File: config.mk
export PLATFORM = sky130hd
export DESIGN_NAME = cmp_timer_core
export DESIGN_NICKNAME = d
export VERILOG_FILES = /design/src/rtl/tc_pkg.sv /design/src/rtl/tc_event.sv /design/src/rtl/tc_counter.sv /design/src/rtl/tc_regs.sv /design/src/rtl/cmp_timer_core.sv
export SDC_FILE = /design/constraint.sdc
export NUM_CORES = 1
export LEC_CHECK = 0
export BUFFER_PORTS_ARGS = -buffer_cell sky130_fd_sc_hd__buf_2
export CAP_MARGIN = 40
export CORE_AREA = 2 2 111 113
export DETAILED_ROUTE_END_ITERATION = 7
export DIE_AREA = 0 0 113 115
export GPL_TIMING_DRIVEN = 0
export SKIP_LAST_GASP = 1
export SYNTH_ARGS = -nofsm -noshare
export SYNTH_HDL_FRONTEND = slang
export SYNTH_SLANG_ARGS = --single-unit
File: constraint.sdc
create_clock -name clk -period 4.2 [get_ports clk]
set_input_delay 0.84 -clock clk [delete_from_list [all_inputs] [get_ports clk]]
set_output_delay 0.84 -clock clk [all_outputs]
set_load 0.02 [all_outputs]
File: src/rtl/tc_pkg.sv
package tc_pkg;
   // register word addresses
   localparam logic [1:0] ADR_CTRL = 2'd0;
   localparam logic [1:0] ADR_PSC  = 2'd1;
   localparam logic [1:0] ADR_CMP  = 2'd2;
   localparam logic [1:0] ADR_CNT  = 2'd3;
   // control/status bit positions
   localparam int B_RUN  = 0;
   localparam int B_MODE = 1;
   localparam int B_FREE = 2;
   localparam int B_POL  = 3;
   localparam int B_IE   = 4;
   localparam int B_FLAG = 5;
   localparam int B_SEL  = 6;

   typedef enum logic {
      SRC_TIME  = 1'b0,
      SRC_PULSE = 1'b1
   } src_mode_e;
endpackage

File: src/rtl/tc_event.sv
module tc_event #(
   parameter int NPINS    = 4,
   parameter int SEL_W    = 2,
   parameter bit PIN_SYNC = 1'b0
) (
   input  logic             clk,
   input  logic             rst_n,
   input  tc_pkg::src_mode_e mode,
   input  logic             pol,
   input  logic [SEL_W-1:0] sel,
   input  logic             tick_i,
   input  logic [NPINS-1:0] pins_i,
   output logic             evt
);
   logic [NPINS-1:0] pins_s;
   logic             lvl;
   logic             lvl_prev;

   generate
      if (PIN_SYNC) begin : g_sync
         logic [NPINS-1:0] stg1, stg2;
         always_ff @(posedge clk or negedge rst_n) begin
            if (!rst_n) begin
               stg1 <= '0;
               stg2 <= '0;
            end else begin
               stg1 <= pins_i;
               stg2 <= stg1;
            end
         end
         assign pins_s = stg2;
      end else begin : g_direct
         assign pins_s = pins_i;
      end
   endgenerate

   assign lvl = pins_s[sel] ^ pol;

   always_ff @(posedge clk or negedge rst_n) begin
      if (!rst_n) lvl_prev <= 1'b0;
      else        lvl_prev <= lvl;
   end

   always_comb begin
      if (mode == tc_pkg::SRC_PULSE) evt = lvl & ~lvl_prev;
      else                           evt = tick_i;
   end
endmodule

File: src/rtl/tc_counter.sv
module tc_counter #(
   parameter int CNT_W = 16
) (
   input  logic             clk,
   input  logic             rst_n,
   input  logic             run,
   input  logic             free_run,
   input  logic             evt,
   input  logic [CNT_W-1:0] cmp,
   output logic [CNT_W-1:0] cnt,
   output logic             hit,
   output logic             trig
);
   assign hit = run & evt & (cnt == cmp);

   always_ff @(posedge clk or negedge rst_n) begin
      if (!rst_n) begin
         cnt  <= '0;
         trig <= 1'b0;
      end else begin
         trig <= hit;
         if (!run) begin
            cnt <= '0;
         end else if (evt) begin
            if (hit && !free_run) cnt <= '0;
            else                  cnt <= cnt + 1'b1;
         end
      end
   end
endmodule

File: src/rtl/tc_regs.sv
module tc_regs #(
   parameter int DATA_W = 16,
   parameter int CNT_W  = 16,
   parameter int PSC_W  = 4,
   parameter int SEL_W  = 2
) (
   input  logic              clk,
   input  logic              rst_n,
   input  logic              reg_wr,
   input  logic [1:0]        reg_addr,
   input  logic [DATA_W-1:0] reg_wdata,
   output logic [DATA_W-1:0] reg_rdata,
   input  logic              hit,
   input  logic [CNT_W-1:0]  cnt_live,
   output logic              run,
   output tc_pkg::src_mode_e mode,
   output logic              free_run,
   output logic              pol,
   output logic              ie,
   output logic [SEL_W-1:0]  sel,
   output logic              flag,
   output logic [CNT_W-1:0]  cmp,
   output logic [PSC_W-1:0]  psc
);
   import tc_pkg::*;

   logic [CNT_W-1:0] snap;
   logic wr_ctrl, wr_psc, wr_cmp, wr_cnt;

   assign wr_ctrl = reg_wr && (reg_addr == ADR_CTRL);
   assign wr_psc  = reg_wr && (reg_addr == ADR_PSC);
   assign wr_cmp  = reg_wr && (reg_addr == ADR_CMP);
   assign wr_cnt  = reg_wr && (reg_addr == ADR_CNT);

   always_ff @(posedge clk or negedge rst_n) begin
      if (!rst_n) begin
         run      <= 1'b0;
         mode     <= SRC_TIME;
         free_run <= 1'b0;
         pol      <= 1'b0;
         ie       <= 1'b0;
         sel      <= '0;
      end else if (wr_ctrl) begin
         run      <= reg_wdata[B_RUN];
         mode     <= src_mode_e'(reg_wdata[B_MODE]);
         free_run <= reg_wdata[B_FREE];
         pol      <= reg_wdata[B_POL];
         ie       <= reg_wdata[B_IE];
         sel      <= reg_wdata[B_SEL +: SEL_W];
      end
   end

   // sticky flag: disable clears, compare sets, set beats a same-cycle clear
   always_ff @(posedge clk or negedge rst_n) begin
      if (!rst_n)                          flag <= 1'b0;
      else if (!run)                       flag <= 1'b0;
      else if (hit)                        flag <= 1'b1;
      else if (wr_ctrl && reg_wdata[B_FLAG]) flag <= 1'b0;
   end

   always_ff @(posedge clk or negedge rst_n) begin
      if (!rst_n) begin
         cmp  <= '0;
         psc  <= '0;
         snap <= '0;
      end else begin
         if (wr_cmp) cmp  <= reg_wdata[CNT_W-1:0];
         if (wr_psc) psc  <= reg_wdata[PSC_W-1:0];
         if (wr_cnt) snap <= cnt_live;
      end
   end

   always_comb begin
      reg_rdata = '0;
      unique case (reg_addr)
         ADR_CTRL: begin
            reg_rdata[B_RUN]            = run;
            reg_rdata[B_MODE]           = mode;
            reg_rdata[B_FREE]           = free_run;
            reg_rdata[B_POL]            = pol;
            reg_rdata[B_IE]             = ie;
            reg_rdata[B_FLAG]           = flag;
            reg_rdata[B_SEL +: SEL_W]   = sel;
         end
         ADR_PSC: reg_rdata[PSC_W-1:0] = psc;
         ADR_CMP: reg_rdata[CNT_W-1:0] = cmp;
         ADR_CNT: reg_rdata[CNT_W-1:0] = snap;
         default: reg_rdata = '0;
      endcase
   end
endmodule

File: src/rtl/cmp_timer_core.sv
module cmp_timer_core #(
   parameter int DATA_W   = 16,
   parameter int CNT_W    = 16,
   parameter int PSC_W    = 4,
   parameter int NPINS    = 4,
   parameter bit PIN_SYNC = 1'b0
) (
   input  logic              clk,
   input  logic              rst_n,
   input  logic              reg_wr,
   input  logic [1:0]        reg_addr,
   input  logic [DATA_W-1:0] reg_wdata,
   output logic [DATA_W-1:0] reg_rdata,
   input  logic              tick_i,
   input  logic [NPINS-1:0]  pins_i,
   output logic [PSC_W-1:0]  psc_cfg_o,
   output logic              trig_o,
   output logic              irq_o
);
   localparam int SEL_W = (NPINS > 1) ? $clog2(NPINS) : 1;

   generate
      if (CNT_W > DATA_W) begin : g_bad_cnt
         $error("CNT_W must not exceed DATA_W");
      end
      if (PSC_W > DATA_W) begin : g_bad_psc
         $error("PSC_W must not exceed DATA_W");
      end
      if (tc_pkg::B_SEL + SEL_W > DATA_W) begin : g_bad_sel
         $error("control fields do not fit in DATA_W");
      end
      if ((1 << SEL_W) != NPINS) begin : g_bad_pins
         $error("NPINS must be a power of two, at least 2");
      end
   endgenerate

   logic              run_w, fr_w, pol_w, ie_w, flag_w, evt_w, hit_w;
   tc_pkg::src_mode_e mode_w;
   logic [SEL_W-1:0]  sel_w;
   logic [CNT_W-1:0]  cmp_w, cnt_w;

   tc_regs #(
      .DATA_W(DATA_W), .CNT_W(CNT_W), .PSC_W(PSC_W), .SEL_W(SEL_W)
   ) u_regs (
      .clk(clk), .rst_n(rst_n),
      .reg_wr(reg_wr), .reg_addr(reg_addr), .reg_wdata(reg_wdata),
      .reg_rdata(reg_rdata),
      .hit(hit_w), .cnt_live(cnt_w),
      .run(run_w), .mode(mode_w), .free_run(fr_w), .pol(pol_w),
      .ie(ie_w), .sel(sel_w), .flag(flag_w), .cmp(cmp_w), .psc(psc_cfg_o)
   );

   tc_event #(
      .NPINS(NPINS), .SEL_W(SEL_W), .PIN_SYNC(PIN_SYNC)
   ) u_event (
      .clk(clk), .rst_n(rst_n), .mode(mode_w), .pol(pol_w), .sel(sel_w),
      .tick_i(tick_i), .pins_i(pins_i), .evt(evt_w)
   );

   tc_counter #(
      .CNT_W(CNT_W)
   ) u_counter (
      .clk(clk), .rst_n(rst_n), .run(run_w), .free_run(fr_w),
      .evt(evt_w), .cmp(cmp_w), .cnt(cnt_w), .hit(hit_w), .trig(trig_o)
   );

   assign irq_o = flag_w & ie_w;
endmodule

* Word-level counts from Yosys, hierarchy flattened
Index checks and enable logic that the tools add are counted.
** Operators by class
- $add $sub $neg :: 1
- $mul :: 0
- Divide/modulo/power cells :: 0
- Magnitude comparators :: 1
- Eq/ne operators :: 6
- Shifts and indexed selects :: 0
- Muxes and demuxes :: 12
- Bitwise operators :: 6
- Reductions and logical operators :: 8
** Operator list (count)
- two-way mux 16 bit :: 3
- adder 16 x 1 -> 16 bit, second input constant :: 1
- equality test 16 bit :: 1
- case mux 4 bit (4 select lines) :: 1
- case mux 8 bit (2 select lines) :: 1
- case mux 4 bit (3 select lines) :: 1
- logical AND 1 bit :: 6
- two-way mux 1 bit :: 5
- bitwise AND 1 bit :: 4
- equality test 2 bit, second input constant :: 2
- < comparator 2 x 3 -> 1 bit, second input constant :: 1
- inequality test 3 x 2 -> 1 bit, second input constant :: 1
- binary-select mux 1 bit (select 2 bit) :: 1
- equality test 2 x 1 -> 1 bit, second input constant :: 1
- logical NOT 2 bit :: 1
- inequality test 2 x 1 -> 1 bit, second input constant :: 1
- logical NOT 1 bit :: 1
- inverter 1 bit :: 1
- XOR 1 bit :: 1
** Storage, ports and cells
- Flip-flop bits (word level) :: 62
- Bits in latches :: 0
- Bits in writable memories :: 0
- Bits in read-only memories :: 0
- Output and inout bits :: 22
- Memories kept :: 0

* Logic depth before layout (Yosys ltp)
- Word-level depth :: 11
- Gate-level depth with buffers :: 9

* Cells and area by module
A second synthesis with hierarchy kept.
** Second synthesis, totals
- Cell total of the unflattened synthesis :: 259
- Area total of the unflattened synthesis :: 3193.1 µm²
** By module, submodules not included
- tc_regs :: instances 1, cells each 129, area each 2018.2 µm²
- tc_counter :: instances 1, cells each 123, area each 1096.1 µm²
- tc_event :: instances 1, cells each 6, area each 72.6 µm²
- cmp_timer_core :: instances 1, cells each 1, area each 6.3 µm²

* Least setup slack after synthesis
OpenSTA, ideal clock, no wires.
- Kind :: in2out
- Start point :: input reg_addr[0]
- End point :: output reg_rdata[10]
- Arrival time :: 1959 ps
- Required time :: 3360 ps
- Slack :: 1401 ps
- Stages :: 4
- Buffers on the path :: 2
- Cells stage by stage :: clkbuf_1 -> buf_2 -> mux2i_1 -> nor2b_1
** On the way
- Word-level cells in the longest chain between the ends :: 2
- Elaborated cells on any way between the ends :: 3
- Classes of those cells :: eq/ne: 2; mux: 1
** RTL lines
- start, declared :: RTL line cmp_timer_core.sv:11 : input logic [1:0] reg_addr,
- equality test 2 bit :: RTL line tc_regs.sv:75 : unique case (reg_addr)
- case mux 8 bit (2 select lines) (*) :: RTL line tc_regs.sv:75
- end, declared :: RTL line cmp_timer_core.sv:13 : output logic [DATA_W-1:0] reg_rdata,
Every way passes the cells marked *; elsewhere a longest branch is shown, timed or not.

* Worst setup path in the final report
- Start point :: input reg_addr[0]
- End point :: output reg_rdata[5]
** On the way
- Word-level cells in the longest chain between the ends :: 2
- Elaborated cells on any way between the ends :: 4
- Classes of those cells :: eq/ne: 2; mux: 1; reduce/logical: 1
** RTL lines (RTL line)
- equality test 2 bit / logical NOT 2 bit (equally long branches) :: tc_regs.sv:75
- case mux 4 bit (3 select lines) (*) :: tc_regs.sv:75
Marked as above.

==> impl_results.md <==
* CP Launch Type: primary input
* Post-Syn Area at 3230 sq um
* Final Hold Fails at 0
* WL/cell at ~16 microns
* IO Port Bufs at 47
* Die ar. at about 13000 sq um
* Fin crit share at 0.792
* Post-synthesis sequential area ratio at 0.480
* Num CTS Buffers at 9
* Maximum clock rate at between 300 and 400 MHz
* Initial Util at 0.274
* Clock network power share at 0.440
* Run status: finished with violations
* Worst Path Buf+Inv at 4
* Residual DRC count at 2
* CP required at between 3 and 4 ns
* Syn Nets at 300
* Pwr Density at 473 nW/um^2
* Slew HR at 0.435
* Die X at ~110 microns
* Synth unique cells at 41
* Share of cells above drive strength 1 at 0.381
* Initial antenna violation count at 0
* Period minus WS final at 3.33 ns
* Grt total ovfl at 0
* TritonCTS clock tree: done
* Synth top area share at 0.480
* Final core occ at 0.338
* Syn Area/Cell at 11.8 sq um
* Sum of negative setup slack at 0 ns
* Clock slew at reported path FFs at roughly 0.05 ns
* Register share of total power at 0.384
* Critical path's most frequent cell: buf_2
* Routed WL at ~7800 microns
* Pin count of the biggest net entering global routing at 63
* Layout area overhead at 23.4%
* Die Y-Extent at 115 microns
* CP endpoint kind: primary output
* Slew @ Worst Pin at 0.844 ns
* Resize count post-CTS at 0
* DP HPWL at roughly 5600 microns
* Max Slew Vio Count at 0
* Area contributors post-synth: dfrtp_1, mux2_2, xor2_1
* Critical path fanouts, max at 10
* Logic pwr share at 0.177
* Number of global-route vias before repair at around 2400
* Post-DRT Antenna Nets at 0
* Initial detailed-routing violation count at between 100 and 150
* Cell Chain, Critical Path: buf_2 > clkbuf_1 > buf_2 > nor2_1 > a22o_1 > buf_2
* Post-CTS setup buffers at 0
* Warnings from Yosys at 0
* Async SR Flop Fraction at 1.00
* Clock Latency Late Sink at between 0.3 and 0.4 ns
* Violated checks: DRC
* Sink Count at 62
* Via/cell ratio at 4.97
* Total power at approximately 1.9 mW
* Antenna diode count at 0
* Clock skew at 0.00451 ns
* Area leader, netlist: dfrtp_1
* Seq cells post-synth at 62
* First-pass GRT wire length at 12900 microns
* CTS Hold Bufs at 0
* Switching part of the total at 0.267
* Arrival @ worst endpoint at approximately 2.5 ns
* Tot GR Track Use at 0.128
* # fillers at ~1200
* Pleak at about 1.8 nW
* WS Path Type: primary input to primary output
* Cell count after synthesis at about 270
* Setup-failing EPs final at 0
* Hold Crit Class: register to register
* Slowest library cell on the worst path: clkbuf_1
* Via count at approximately 2400
* Number of I/O pins at 48
* Routability cong. at roughly 0.84
* Max-cap violations at 0
* Max clock buf depth at 2
* EDFF count, synth at 0
* H-tree level count at 3
* Total internal power at ~1.4 mW
* NetSw at 504 uW
* CP peak stage delay at 0.50 ns
* Row count at 40
* Root buffer cell: clkbuf_16
* Post-synth top flop: dfrtp_1
* Core ar. at about 12000 sq um
* Detailed Routing Iterations Pass 1 at 6
* Largest delay share family, worst path: buffers and inverters
* Worst VDD drop at 237 uV
* Fin nets at approximately 360
* Unrepaired setup endpoints after global routing: no
[Yosys cell counts (2+ instances only)]
cell	instances
or2_1	2
a31oi_1	3
nor3_1	2
buf_2	8
dfrtp_1	62
mux4_2	5
nor2_1	6
xor2_1	16
and2_1	2
nor4_1	5
mux2i_1	8
mux2_2	44
nand3b_1	2
a21oi_1	2
nor2b_1	12
o31ai_1	7
o21ai_0	5
o22ai_2	2
inv_1	4
a21boi_0	3
and3_1	7
a22o_1	4
nand4_1	5
nand2_1	19
a22oi_1	8
nand3_1	11
clkbuf_1	5
[final timing paths]
path | start | depth (start not counted) | to | slack (ns)
max | reg_addr[0] | 6 | reg_rdata[5] | 0.87
min | u_regs.snap[5]$_DFFE_PN0P_ | 2 | u_regs.snap[5]$_DFFE_PN0P_ | 0.49
max reg2reg | u_counter.cnt[14]$_DFFE_PN0P_ | 8 | u_counter.cnt[12]$_DFFE_PN0P_ | 1.72
min reg2reg | u_regs.snap[5]$_DFFE_PN0P_ | 2 | u_regs.snap[5]$_DFFE_PN0P_ | 0.49
max in group asynchronous | rst_n | 1 | u_regs.snap[0]$_DFFE_PN0P_ | 3.05
min in group asynchronous | rst_n | 1 | u_counter.cnt[2]$_DFFE_PN0P_ | 0.61
[routing by layer]
layer  wire [microns]  up-vias  share of wire  GRT usage
met3              476        4          0.061     0.0385
li1                 -     1117              -          -
met5                0        -              0          0
met2             3790       67           0.48      0.212
met4               41        0         0.0052     0.0317
met1             3530     1214           0.45      0.165
[cells by family (layout without fill, tap and decap cells)]
logic type,Yosys count,in the layout,synth area share
simple gates,80,80,0.136
compound gates,38,38,0.0926
buf+inv,18,81,0.0263
fa+ha+maj,1,1,0.00387
xor+xnor,17,17,0.0484
mux,57,57,0.213
flops,62,62,0.480
[flip-flops by register name (all words and copies together), names as in the netlist, 2 cells and up]
| name | cells |
|---|---|
| u_counter.cnt | 16 |
| u_regs.cmp | 16 |
| u_regs.snap | 16 |
| u_regs.psc | 4 |
| u_regs.sel | 2 |
[layout by cell type, fill, tap and decap left out, drive strengths merged, types with 3 or more instances in the layout]
cell type  instances
a31oi              3
a22o               4
o31ai              7
mux2i              8
nor2b             12
or2                3
clkbuf            18
o22ai              3
a21boi             3
inv                4
nor2               6
nand2             19
mux4               5
xor2              17
dfrtp             62
buf               56
nor4               5
and2               3
o21ai              6
and3               7
a22oi              8
mux2              44
nand3             11
nand4              5
[worst register-to-register path, cell delays in order, from the launching register on]
cell and delay, ns:
dfrtp_1 0.46, xor2_1 0.20, nor4_1 0.56, nand4_1 0.23
or2_1 0.24, buf_2 0.18, nand3_1 0.12, buf_2 0.26
o22ai_2 0.11
[power groups by stage]
| stage | clock, mW | sequential [mW] | combinational, mW |
|---|---|---|---|
| finish | 0.829 | 0.724 | 0.333 |
| floorplan | 0 | 0.725 | 0.227 |
| global route | 0.871 | 0.734 | 0.367 |
| detailed placement | 0 | 0.734 | 0.338 |
| global placement | 0 | 0.730 | 0.332 |
| CTS | 0.844 | 0.725 | 0.340 |
[metrics by stage]
step | std cells | setup slack, ns | cell area [sq um] | hold slack (ns)
2_1_floorplan | 273 | 1.40 | 3230 | 0.444
3_3_place_gp | 467 | 0.859 | 3650 | 0.465
3_5_place_dp | 467 | 0.866 | 3650 | 0.472
4_1_cts | 483 | 0.859 | 3990 | 0.484
5_1_grt | 483 | 0.763 | 3990 | 0.533
6_report | 483 | 0.873 | 3990 | 0.485
[final cells by class]
class | count | area [sq um] | area share
clock inverters | 3 | 65.1 | 0.0163
repair buffers | 47 | 238 | 0.0596
flip-flops and latches | 62 | 1550 | 0.389
well taps | 147 | 184 | 0.0461
multi-input cells | 193 | 1590 | 0.400
plain buffers | 14 | 70.1 | 0.0176
inverters | 4 | 15.0 | 0.00377
clock buffers | 13 | 270 | 0.0678
(Power assumes the default switching activity.)
